### src/rtl/pfd_pkg.sv
package pfd_pkg;
  localparam int CTRL_W  = 7;
  localparam int GAIN_W  = 3;
  localparam int B_SWAP  = 6;
  localparam int B_OFF   = 5;
  localparam int B_LDEN  = 4;
  localparam int B_SLEEP = 3;

  typedef struct packed {
    logic              swap;
    logic              off;
    logic              lock_en;
    logic              sleep;
    logic [GAIN_W-1:0] gain;
  } pfd_cfg_t;
endpackage

### src/rtl/pfd_ctrl_reg.sv
module pfd_ctrl_reg
  import pfd_pkg::*;
#(
  parameter logic [CTRL_W-1:0] RST_VAL = 7'h10
) (
  input  logic              clk,
  input  logic              rst_n,
  input  logic              we,
  input  logic [CTRL_W-1:0] wdata,
  output pfd_cfg_t          cfg
);
  pfd_cfg_t cfg_q;

  always_ff @(posedge clk or negedge rst_n) begin
    if (!rst_n) cfg_q <= pfd_cfg_t'(RST_VAL);
    else if (we) cfg_q <= pfd_cfg_t'(wdata);
  end

  assign cfg = cfg_q;

  // a write lands on the next edge
  p_write_lands_r10: assert property (@(posedge clk) disable iff (!rst_n)
    we |=> (cfg_q == pfd_cfg_t'($past(wdata))));
endmodule

### src/rtl/pfd_core.sv
module pfd_core #(
  parameter int OVERLAP_CYC = 2
) (
  input  logic clk,
  input  logic rst_n,
  input  logic hold,
  input  logic ref_edge,
  input  logic osc_edge,
  output logic up_q,
  output logic dn_q
);
  localparam int CW = $clog2(OVERLAP_CYC + 1);
  localparam logic [CW-1:0] LAST = CW'(OVERLAP_CYC - 1);

  logic [CW-1:0] ovl_q;
  logic          both;
  logic          clr;

  assign both = up_q & dn_q;
  assign clr  = both & (ovl_q == LAST);

  always_ff @(posedge clk or negedge rst_n) begin
    if (!rst_n) begin
      up_q  <= 1'b0;
      dn_q  <= 1'b0;
      ovl_q <= '0;
    end else if (hold) begin
      up_q  <= 1'b0;
      dn_q  <= 1'b0;
      ovl_q <= '0;
    end else begin
      up_q  <= clr ? ref_edge : (up_q | ref_edge);
      dn_q  <= clr ? osc_edge : (dn_q | osc_edge);
      ovl_q <= (both && !clr) ? ovl_q + 1'b1 : '0;
    end
  end

  // the overlap ends with both requests dropped together
  p_overlap_ends_r5: assert property (@(posedge clk) disable iff (!rst_n)
    (clr && !hold && !ref_edge && !osc_edge) |=> (!up_q && !dn_q));
  // a held cycle leaves no pending request
  p_hold_clears_r6: assert property (@(posedge clk) disable iff (!rst_n)
    hold |=> (!up_q && !dn_q));
  // a lone oscillator edge always registers a down request
  p_osc_sets_r2: assert property (@(posedge clk) disable iff (!rst_n)
    (osc_edge && !hold) |=> dn_q);
endmodule

### src/rtl/pfd_out_stage.sv
module pfd_out_stage #(
  parameter int INIT_CYC = 8
) (
  input  logic clk,
  input  logic rst_n,
  input  logic swap,
  input  logic force_idle,
  input  logic lock_en,
  input  logic up_q,
  input  logic dn_q,
  output logic r_n,
  output logic v_n,
  output logic lock,
  output logic settling
);
  localparam int IW = $clog2(INIT_CYC + 1);
  localparam logic [IW-1:0] DONE = IW'(INIT_CYC);

  logic [IW-1:0] init_q;

  always_ff @(posedge clk or negedge rst_n) begin
    if (!rst_n) init_q <= '0;
    else if (init_q != DONE) init_q <= init_q + 1'b1;
  end

  assign settling = (init_q != DONE);
  assign r_n  = force_idle | ~(swap ? dn_q : up_q);
  assign v_n  = force_idle | ~(swap ? up_q : dn_q);
  assign lock = lock_en & ~settling & r_n & v_n;

  p_idle_forced_r6: assert property (@(posedge clk) disable iff (!rst_n)
    force_idle |-> (r_n && v_n));
  p_lock_and_r7: assert property (@(posedge clk) disable iff (!rst_n)
    lock |-> (r_n && v_n));
  p_lock_settle_r8: assert property (@(posedge clk) disable iff (!rst_n)
    (init_q < DONE) |-> !lock);
  p_lock_gate_r9: assert property (@(posedge clk) disable iff (!rst_n)
    !lock_en |-> !lock);
endmodule

### src/rtl/dual_pump_pfd.sv
module dual_pump_pfd
  import pfd_pkg::*;
#(
  parameter int                OVERLAP_CYC = 2,
  parameter int                INIT_CYC    = 8,
  parameter logic [CTRL_W-1:0] CTRL_RST    = 7'h10
) (
  input  logic              clk,
  input  logic              rst_n,
  input  logic              ref_edge,
  input  logic              osc_edge,
  input  logic              ctrl_we,
  input  logic [CTRL_W-1:0] ctrl_wdata,
  output logic              pump_r_n,
  output logic              pump_v_n,
  output logic              lock_o,
  output logic [GAIN_W-1:0] gain_o
);
  pfd_cfg_t cfg;
  logic     up_q, dn_q, settling, force_idle, hold;

  assign force_idle = cfg.off | cfg.sleep;
  assign hold       = force_idle | settling;
  assign gain_o     = cfg.gain;

  pfd_ctrl_reg #(.RST_VAL(CTRL_RST)) u_ctrl (
    .clk(clk), .rst_n(rst_n), .we(ctrl_we), .wdata(ctrl_wdata), .cfg(cfg)
  );

  pfd_core #(.OVERLAP_CYC(OVERLAP_CYC)) u_core (
    .clk(clk), .rst_n(rst_n), .hold(hold), .ref_edge(ref_edge),
    .osc_edge(osc_edge), .up_q(up_q), .dn_q(dn_q)
  );

  pfd_out_stage #(.INIT_CYC(INIT_CYC)) u_out (
    .clk(clk), .rst_n(rst_n), .swap(cfg.swap), .force_idle(force_idle),
    .lock_en(cfg.lock_en), .up_q(up_q), .dn_q(dn_q), .r_n(pump_r_n),
    .v_n(pump_v_n), .lock(lock_o), .settling(settling)
  );

  // with swap set, a lone oscillator edge pulls the R line
  p_swap_lead_r4: assert property (@(posedge clk) disable iff (!rst_n)
    (cfg.swap && !force_idle && dn_q && !up_q) |-> (!pump_r_n && pump_v_n));
endmodule

### config.mk
export PLATFORM = sky130hd
export DESIGN_NAME = dual_pump_pfd
export DESIGN_NICKNAME = d
export VERILOG_FILES = /design/src/rtl/pfd_pkg.sv /design/src/rtl/pfd_ctrl_reg.sv /design/src/rtl/pfd_core.sv /design/src/rtl/pfd_out_stage.sv /design/src/rtl/dual_pump_pfd.sv
export SDC_FILE = /design/constraint.sdc
export NUM_CORES = 1
export LEC_CHECK = 0
export ABC_AREA = 1
export BUFFER_PORTS_ARGS = -buffer_cell sky130_fd_sc_hd__buf_4
export CAP_MARGIN = 20
export CORE_MARGIN = 2
export CORE_UTILIZATION = 49
export CTS_CLUSTER_SIZE = 40
export DETAILED_ROUTE_END_ITERATION = 6
export PLACE_DENSITY = 0.75
export REMOVE_ABC_BUFFERS = 1
export SYNTH_ARGS = -nofsm -noshare
export SYNTH_HDL_FRONTEND = slang
export SYNTH_SLANG_ARGS = --single-unit
### constraint.sdc
create_clock -name clk -period 1.4 [get_ports clk]
set_input_delay 0.28 -clock clk [delete_from_list [all_inputs] [get_ports clk]]
set_output_delay 0.28 -clock clk [all_outputs]
set_load 0.03 [all_outputs]
After elaboration in Yosys (flattened, before gate mapping)
Index checks and enable logic that the tools add are counted.
{"block": "totals", "in_bits": 12, "regBits": 15, "elab_cells": 37, "out_inout_bits": 6}
{"block": "classes", "mux": 8, "bitwise_logic": 14, "addsub": 2, "n_reduce_logical": 2, "eq_ne": 2}
{"op": "two-way mux 1 bit", "count": 6}
{"op": "bitwise OR 1 bit", "count": 6}
{"op": "AND 1 bit", "count": 5}
{"op": "adder 4 x 1 -> 4 bit, second input constant", "count": 1}
{"op": "two-way mux 2 bit", "count": 2}
{"op": "!= test 4 bit, second input constant", "count": 1}
{"op": "NOT 1 bit", "count": 3}
{"op": "adder 2 x 1 -> 2 bit, second input constant", "count": 1}
{"op": "equality test 2 x 1 -> 1 bit, second input constant", "count": 1}
{"op": "logical AND 1 bit", "count": 1}
{"op": "zero test 1 bit", "count": 1}

Depth between registers and ports, before layout
Gate-level depths: netlist of run 1.
{"block": "logic_depth", "word_depth": 6, "mapped_depth": 6, "mapped_depth_nobuf": 6}

By module
A second synthesis of run 1 with hierarchy kept.
{"block": "unflattened", "cells_unflattened": 84, "hier_area_um2": 718.2}
{"mod": "pfd_ctrl_reg", "area_per_inst_um2": 270.3, "cells_each": 30, "seq_area_each_um2": 176.4, "n_inst": 1}
{"mod": "pfd_out_stage", "area_per_inst_um2": 265.3, "cells_each": 32, "seq_area_each_um2": 100.1, "n_inst": 1}
{"mod": "pfd_core", "area_per_inst_um2": 165.2, "cells_each": 18, "seq_area_each_um2": 100.1, "n_inst": 1}
{"mod": "dual_pump_pfd", "area_per_inst_um2": 17.5, "cells_each": 4, "seq_area_each_um2": 0.0, "n_inst": 1}

Worst setup path before layout of run 1
No wires, ideal clock.
{"block": "synth_timing", "path_type": "register to output", "start": "register u_out.init_q[0]", "end": "output port lock_o", "stages_incl_launch_ff": 7, "t_arrival_ns": 1.300, "required_time_ns": 1.120, "n_path_buf": 0, "slack_ns": -0.180, "cell_sequence": "dfrtp_1 > inv_1 > ha_1 > nand3_1 > nor2_1 > nand2_1 > nor2_1"}
{"block": "synth_between", "elab_chain_len": 5}
{"item": "start, declared", "line_no": "pfd_out_stage.sv:19", "text": "logic [IW-1:0] init_q;"}
{"item": "start signal, assigned", "line_no": "pfd_out_stage.sv:23", "text": "else if (init_q != DONE) init_q <= init_q + 1'b1;"}
{"item": "!= test 4 bit", "line_no": "pfd_out_stage.sv:26", "text": "assign settling = (init_q != DONE);"}
{"item": "NOT 1 bit", "line_no": "pfd_out_stage.sv:29", "text": "assign lock = lock_en & ~settling & r_n & v_n;"}
{"item": "AND 1 bit (3 in a row)", "line_no": "pfd_out_stage.sv:29"}
{"item": "end, declared", "line_no": "dual_pump_pfd.sv:16", "text": "output logic lock_o,"}
No other way between the ends.

Worst setup path after layout of run 1
{"block": "layout_timing", "start": "register u_out.init_q[1]", "end": "output port lock_o"}
Same word-level chain as after synthesis.

==> reports/qor.txt, run 1 <==
run status = finished with violations
failing checks = negative setup slack
Pint = 647 uW
GRT Max-Usage Layer = met2
met2 usage in global routing = 25.3%
Gate Count Post-Synth = 69
worst-margin pin slew = 0.184 ns
syn_area_per_cell = 10.1 um2
vias in the first global route = 496
Longest Clk Path Bufs = 2
initial antenna violation count = 0
share of layout cells above drive strength 1 = 43.5%
largest net degree at the start of global routing = 16
synthesized flop and latch total = 15
Chip Width = 41.7 um
final number of hold-violating endpoints = 0
grt met1 use = 17.2%
Area growth syn-to-layout = 32.0%
Starting Density = 52.9%
WS Path Type = reg -> out
Buffers & Inverters on Critical Path = 2
hold slack = 0.216 ns
max-slew violations = 0
Crit path required time = 1.12 ns
DP HPWL = 886 um
Final Skew = 0.000221 ns
first-pass iteration count of the detailed router = 4
final worst-path cycle share = 116%
Reg area = 377 um2
Clk pwr share = 27.3%
commonest non-fill, non-tap cells in the layout = buf_4 (20), dfrtp_1 (14), inv_1 (8)
maximum vdd drop = 0.000652 V
Crit. End Element = primary output
routing usage on met3 = 5.22%
fillcell total = 100
library cells used by synthesis = 18
routed wire length = 1160 um
Clock Latency Late Sink = 0.27 ns
crit path cell chain = inv_2 -> ha_2 -> nand3_2 -> nor2_2 -> nand2_1 -> nor2_1 -> buf_4
synth warn = 0
worst setup margin = -0.227 ns
Ant. Diodes = 0
Die ar. = 0.00174 mm2
die height = 41.7 um
Yosys top cell by area = dfrtp_1
Ports = 18
Seq/Total Area, Yosys = 54.0%
DRC = 0
unrepaired setup endpoints after global routing = yes
Setup WS pre-CTS = 0.0297 ns
Final setup violation count = 2
first-pass GRT wire length = 1990 um
Multi-input gate area = 282 um2
FP Rows = 13
cts bufs inserted = 3
top cells by area, synth = dfrtp_1 (50%), mux2_2 (8.1%), ha_1 (5.4%)
core area = 0.00132 mm2
pwr dens = 958 mW/mm2
post-synth top area share = 50.3%
gr ovfl total = 0
Comb pwr share = 18.4%
initial DRC count = 6
sw power = 234 uW
commonest non-fill, non-tap cell in the layout = buf_4
mapped cell area = 697 um2
Critical Path AT = 1.35 ns
CP Launch Type = flop
Overall Power = 881 uW
sw frac = 26.6%
CTS tree = built
Tightest Hold Check Type = in -> reg
fin cells = 107
Clock transition at path regs = 0.08 ns
fmax = 615 MHz
Top Family by Delay on Critical Path = flip-flops
buffers added on ports = 17
leakage dissipation = 0.000456 uW
Routed WL per cell = 10.9 um
clock sinks = 15
DR vias/cell = 4.68
CP max FO = 2
Core Util, Final = 69.8%
maximum capacitance violations = 0
Antenna Violating Nets Remaining = 0
total number of vias = 501
Relative slew margins = 87.7%
Critical Path Max Stage Delay = 0.40 ns
clock period minus worst slack = 1.63 ns
# H-tree levels = 1
routability cong. = 0.674
clock root cell = clkbuf_4
dpl cells = 99
nets = 108
GR Util All Layers = 15.0%
Slowest cell on crit path = dfrtp_1
sequential group share of total power = 54.3%
==> registers in the layout (all words and copies together), names as in the netlist <==
| signal | flops |
|---|---|
| u_core.dn_q | 1 |
| u_core.ovl_q | 2 |
| u_core.up_q | 1 |
| u_ctrl.cfg | 7 |
| u_out.init_q | 4 |
==> worst paths after layout <==
| check | start | slack (ns) | endpoint | cells after the start |
|---|---|---|---|---|
| max | u_out.init_q[1] | -0.23 | lock_o | 7 |
| min | ctrl_wdata[4] | 0.22 | u_ctrl.cfg[4] | 3 |
| max reg2reg | u_out.init_q[1] | 0.27 | u_out.init_q[2] | 5 |
| min reg2reg | u_core.ovl_q[0] | 0.44 | u_core.ovl_q[0] | 1 |
| max in group asynchronous | rst_n | 0.78 | u_ctrl.cfg[4] | 2 |
| min in group asynchronous | rst_n | 0.38 | u_out.init_q[0] | 2 |
==> final cells by class <==
class	count	share of cell area [%]
inverter	9	3.67
clock buffer	4	2.86
tap	15	2.04
multi-input combinational	41	30.6
sequential	15	41.0
timing repair buffer	23	19.9
==> worst min-delay path, cell delays in order <==
cell,delay [ns]
buf_4,0.08
nand2_1,0.04
o21ai_0,0.06
==> cells by family after synthesis <==
logic type / after synthesis / share of synthesized area (%)
muxes: 5 / 8.08
DFF: 15 / 54.0
AOI/OAI and AO/OA: 6 / 4.31
xor gates and xnor gates: 3 / 3.77
buffers and inverters: 13 / 8.80
adders and majority gates: 3 / 5.39
and+or+nand+nor: 24 / 15.6
==> per-stage QoR <==
| step | TNS [ns] | cell area [um2] |
|---|---|---|
| final | -0.353 | 920 |
| after global routing | -0.619 | 920 |
| after CTS | -0.465 | 902 |
| after detailed placement | 0 | 831 |
| after global placement | 0 | 831 |
| after floorplan | -0.180 | 669 |
==> per-layer routing <==
| metal | wire length, um | up-vias | share of wire, % |
|---|---|---|---|
| met2 | 550 | 18 | 47 |
| met1 | 531 | 220 | 46 |
| li1 | - | 261 | - |
| met4 | 10 | 0 | 0.86 |
| met5 | 0 | - | 0 |
| met3 | 70 | 2 | 6.0 |
==> Yosys cell counts <==
library cell	n
a21oi_1	2
buf_2	1
buf_4	3
dfrtp_1	14
dfstp_2	1
ha_1	3
inv_1	9
mux2_2	5
nand2_1	7
nand2_2	1
nand3_1	4
nand3b_1	1
nor2_1	7
nor2_2	2
nor3_1	2
o21ai_0	4
xnor2_1	2
xor2_1	1
==> timing repair <==
action                                  in CTS  in global routing
endpoints found under the setup margin       3                  3
buffers inserted                             2                  1
pin swaps                                    5                  3
hold buffers                                 1                  0
hold endpoints to repair                    14                  0
gates resized for setup                      7                  3
==> power by group through the flow <==
| stage | logic, uW | clock network (uW) | registers (uW) |
|---|---|---|---|
| 2_1_floorplan | 62.6 | 0 | 499 |
| 3_3_place_gp | 145 | 0 | 483 |
| 3_5_place_dp | 148 | 0 | 485 |
| 4_1_cts | 161 | 250 | 476 |
| 5_1_grt | 176 | 278 | 481 |
| 6_report | 162 | 241 | 478 |
(Power assumes the default switching activity.)
==> inputs of run 2 (changes only) <==
CORE_MARGIN = 3   (was 2)
clock period = 1.7 ns   (was 1.4 ns; I/O delays follow)
==> run 2 against run 1 <==
  * The run still ends with negative setup slack left
  * Via count increased by 2.6%
  * Sequential share of layout area increased by 0.056 points
  * Non-clock buffer count decreased by 1
  * Global-route usage decreased by 0.84 points
  * Wire length increased by 8.6%
==> reports/qor.txt, run 2 (synthesis results as in run 1) <==
hold slack = 0.274 ns
worst setup margin = -0.00580 ns
Reg-to-Reg Start = u_out.init_q[0]
CTS tree = built
max reg flops = 7
routed wire length = 1260 um
max-slew violations = 0
pwr dens = 783 mW/mm2
clock period minus worst slack = 1.71 ns
hold depth = 3
first-pass iteration count of the detailed router = 4
Die ar. = 0.00191 mm2
r2r setup slk = 0.50 ns
nets = 107
Ant. Diodes = 0
unrepaired setup endpoints after global routing = yes
Longest Clk Path Bufs = 2
leakage dissipation = 0.000450 uW
Relative slew margins = 87.0%
Crit path required time = 1.36 ns
run status = finished with violations
DP HPWL = 931 um
cts bufs inserted = 3
clock sinks = 15
Area growth syn-to-layout = 31.8%
DP Area = 815 um2
CP Launch Type = flop
Overall Power = 719 uW
FP Rows = 12
Final setup violation count = 1
Starting Density = 57.3%
initial DRC count = 3
WS Path Type = reg -> out
Ports = 18
worst-margin pin slew = 0.195 ns
core area = 0.00122 mm2
Final Skew = 0.00605 ns
Routed WL per cell = 12.0 um
# H-tree levels = 1
failing checks = negative setup slack
Reg2Reg Depth = 7
DR vias/cell = 4.90
CP max FO = 2
reg2reg end = u_core.ovl_q[0]
largest net degree at the start of global routing = 16
buffers added on ports = 17
Min-Delay Startpoint = osc_edge
vias in the first global route = 497
initial antenna violation count = 0
DRC = 0
fin cells = 105
Critical Path AT = 1.37 ns
die height = 43.7 um
commonest non-fill, non-tap cells in the layout = buf_4 (21), dfrtp_1 (14), nand2_1 (7), inv_1 (7), nor2_1 (6)
dpl cells = 96
Antenna Violating Nets Remaining = 0
Clock Latency Late Sink = 0.27 ns
routability cong. = 0.693
Clock transition at path regs = 0.09 ns
share of layout cells above drive strength 1 = 41.8%
commonest non-fill, non-tap cell in the layout = buf_4
maximum capacitance violations = 0
first-pass GRT wire length = 1980 um
Chip Width = 43.7 um
final worst-path cycle share = 100%
final number of hold-violating endpoints = 0
Tightest Hold Check Type = in -> reg
final instance area = 918 um2
Hold Path Sink = u_core.dn_q
Crit. End Element = primary output
fmax = 586 MHz
total number of vias = 514
GR Util All Layers = 14.1%
maximum vdd drop = 0.000426 V
clock root cell = clkbuf_4
gr ovfl total = 0
-- run 2: cell type report --
cell class | instances | area (um2)
sequential | 15 | 377
fill | 81 | 298
multi-input combinational | 41 | 297
timing repair buffer | 22 | 168
inverter | 9 | 33.8
clock buffer | 4 | 26.3
tap | 14 | 17.5
-- run 2: per-layer routing --
layer	up-vias	wire, um	GRT usage (%)
met5	-	0	0
met4	0	8	7.23
met3	2	53	2.90
met2	11	668	24.4
met1	243	533	16.2
li1	258	-	-
-- run 2: worst max-delay path, stage by stage, from the launching register on --
cell and delay (ns):
dfrtp_1 0.40, inv_2 0.08, ha_4 0.14, nand3_4 0.07
nor2_4 0.08, nand2_1 0.05, nor2_1 0.10, buf_4 0.16
-- run 2: worst max-delay path by stage --
stage                               start     end  cells after the start
after floorplan           u_out.init_q[0]  lock_o                      6
after global placement    u_out.init_q[0]  lock_o                      7
after detailed placement  u_out.init_q[0]  lock_o                      7
final                     u_out.init_q[0]  lock_o                      7
after global routing      u_out.init_q[0]  lock_o                      7
after CTS                 u_out.init_q[1]  lock_o                      7
-- run 2: where the power goes --
| group | total (uW) | internal (uW) | switching, uW |
|---|---|---|---|
| Combinational | 126 | 58.7 | 67.5 |
| Clock | 199 | 90.8 | 108 |
| Sequential | 394 | 378 | 15.4 |
-- run 2: what timing repair did --
item	in CTS	in global routing
resized for setup	5	4
setup buffers	3	1
hold endpoints to repair	14	0
pin swaps	3	3
hold buffers	1	0
setup endpoints to repair	1	2
-- run 2: per-stage QoR --
stage	setup TNS [ns]	utilization, %	setup WS, ns
6_report	-0.00580	75.5	-0.00580
5_1_grt	-0.0807	75.5	-0.0807
4_1_cts	-0.0218	73.3	-0.0218
3_5_place_dp	0	67.0	0.127
3_3_place_gp	0	67.0	0.183
2_1_floorplan	0	-	0.0599
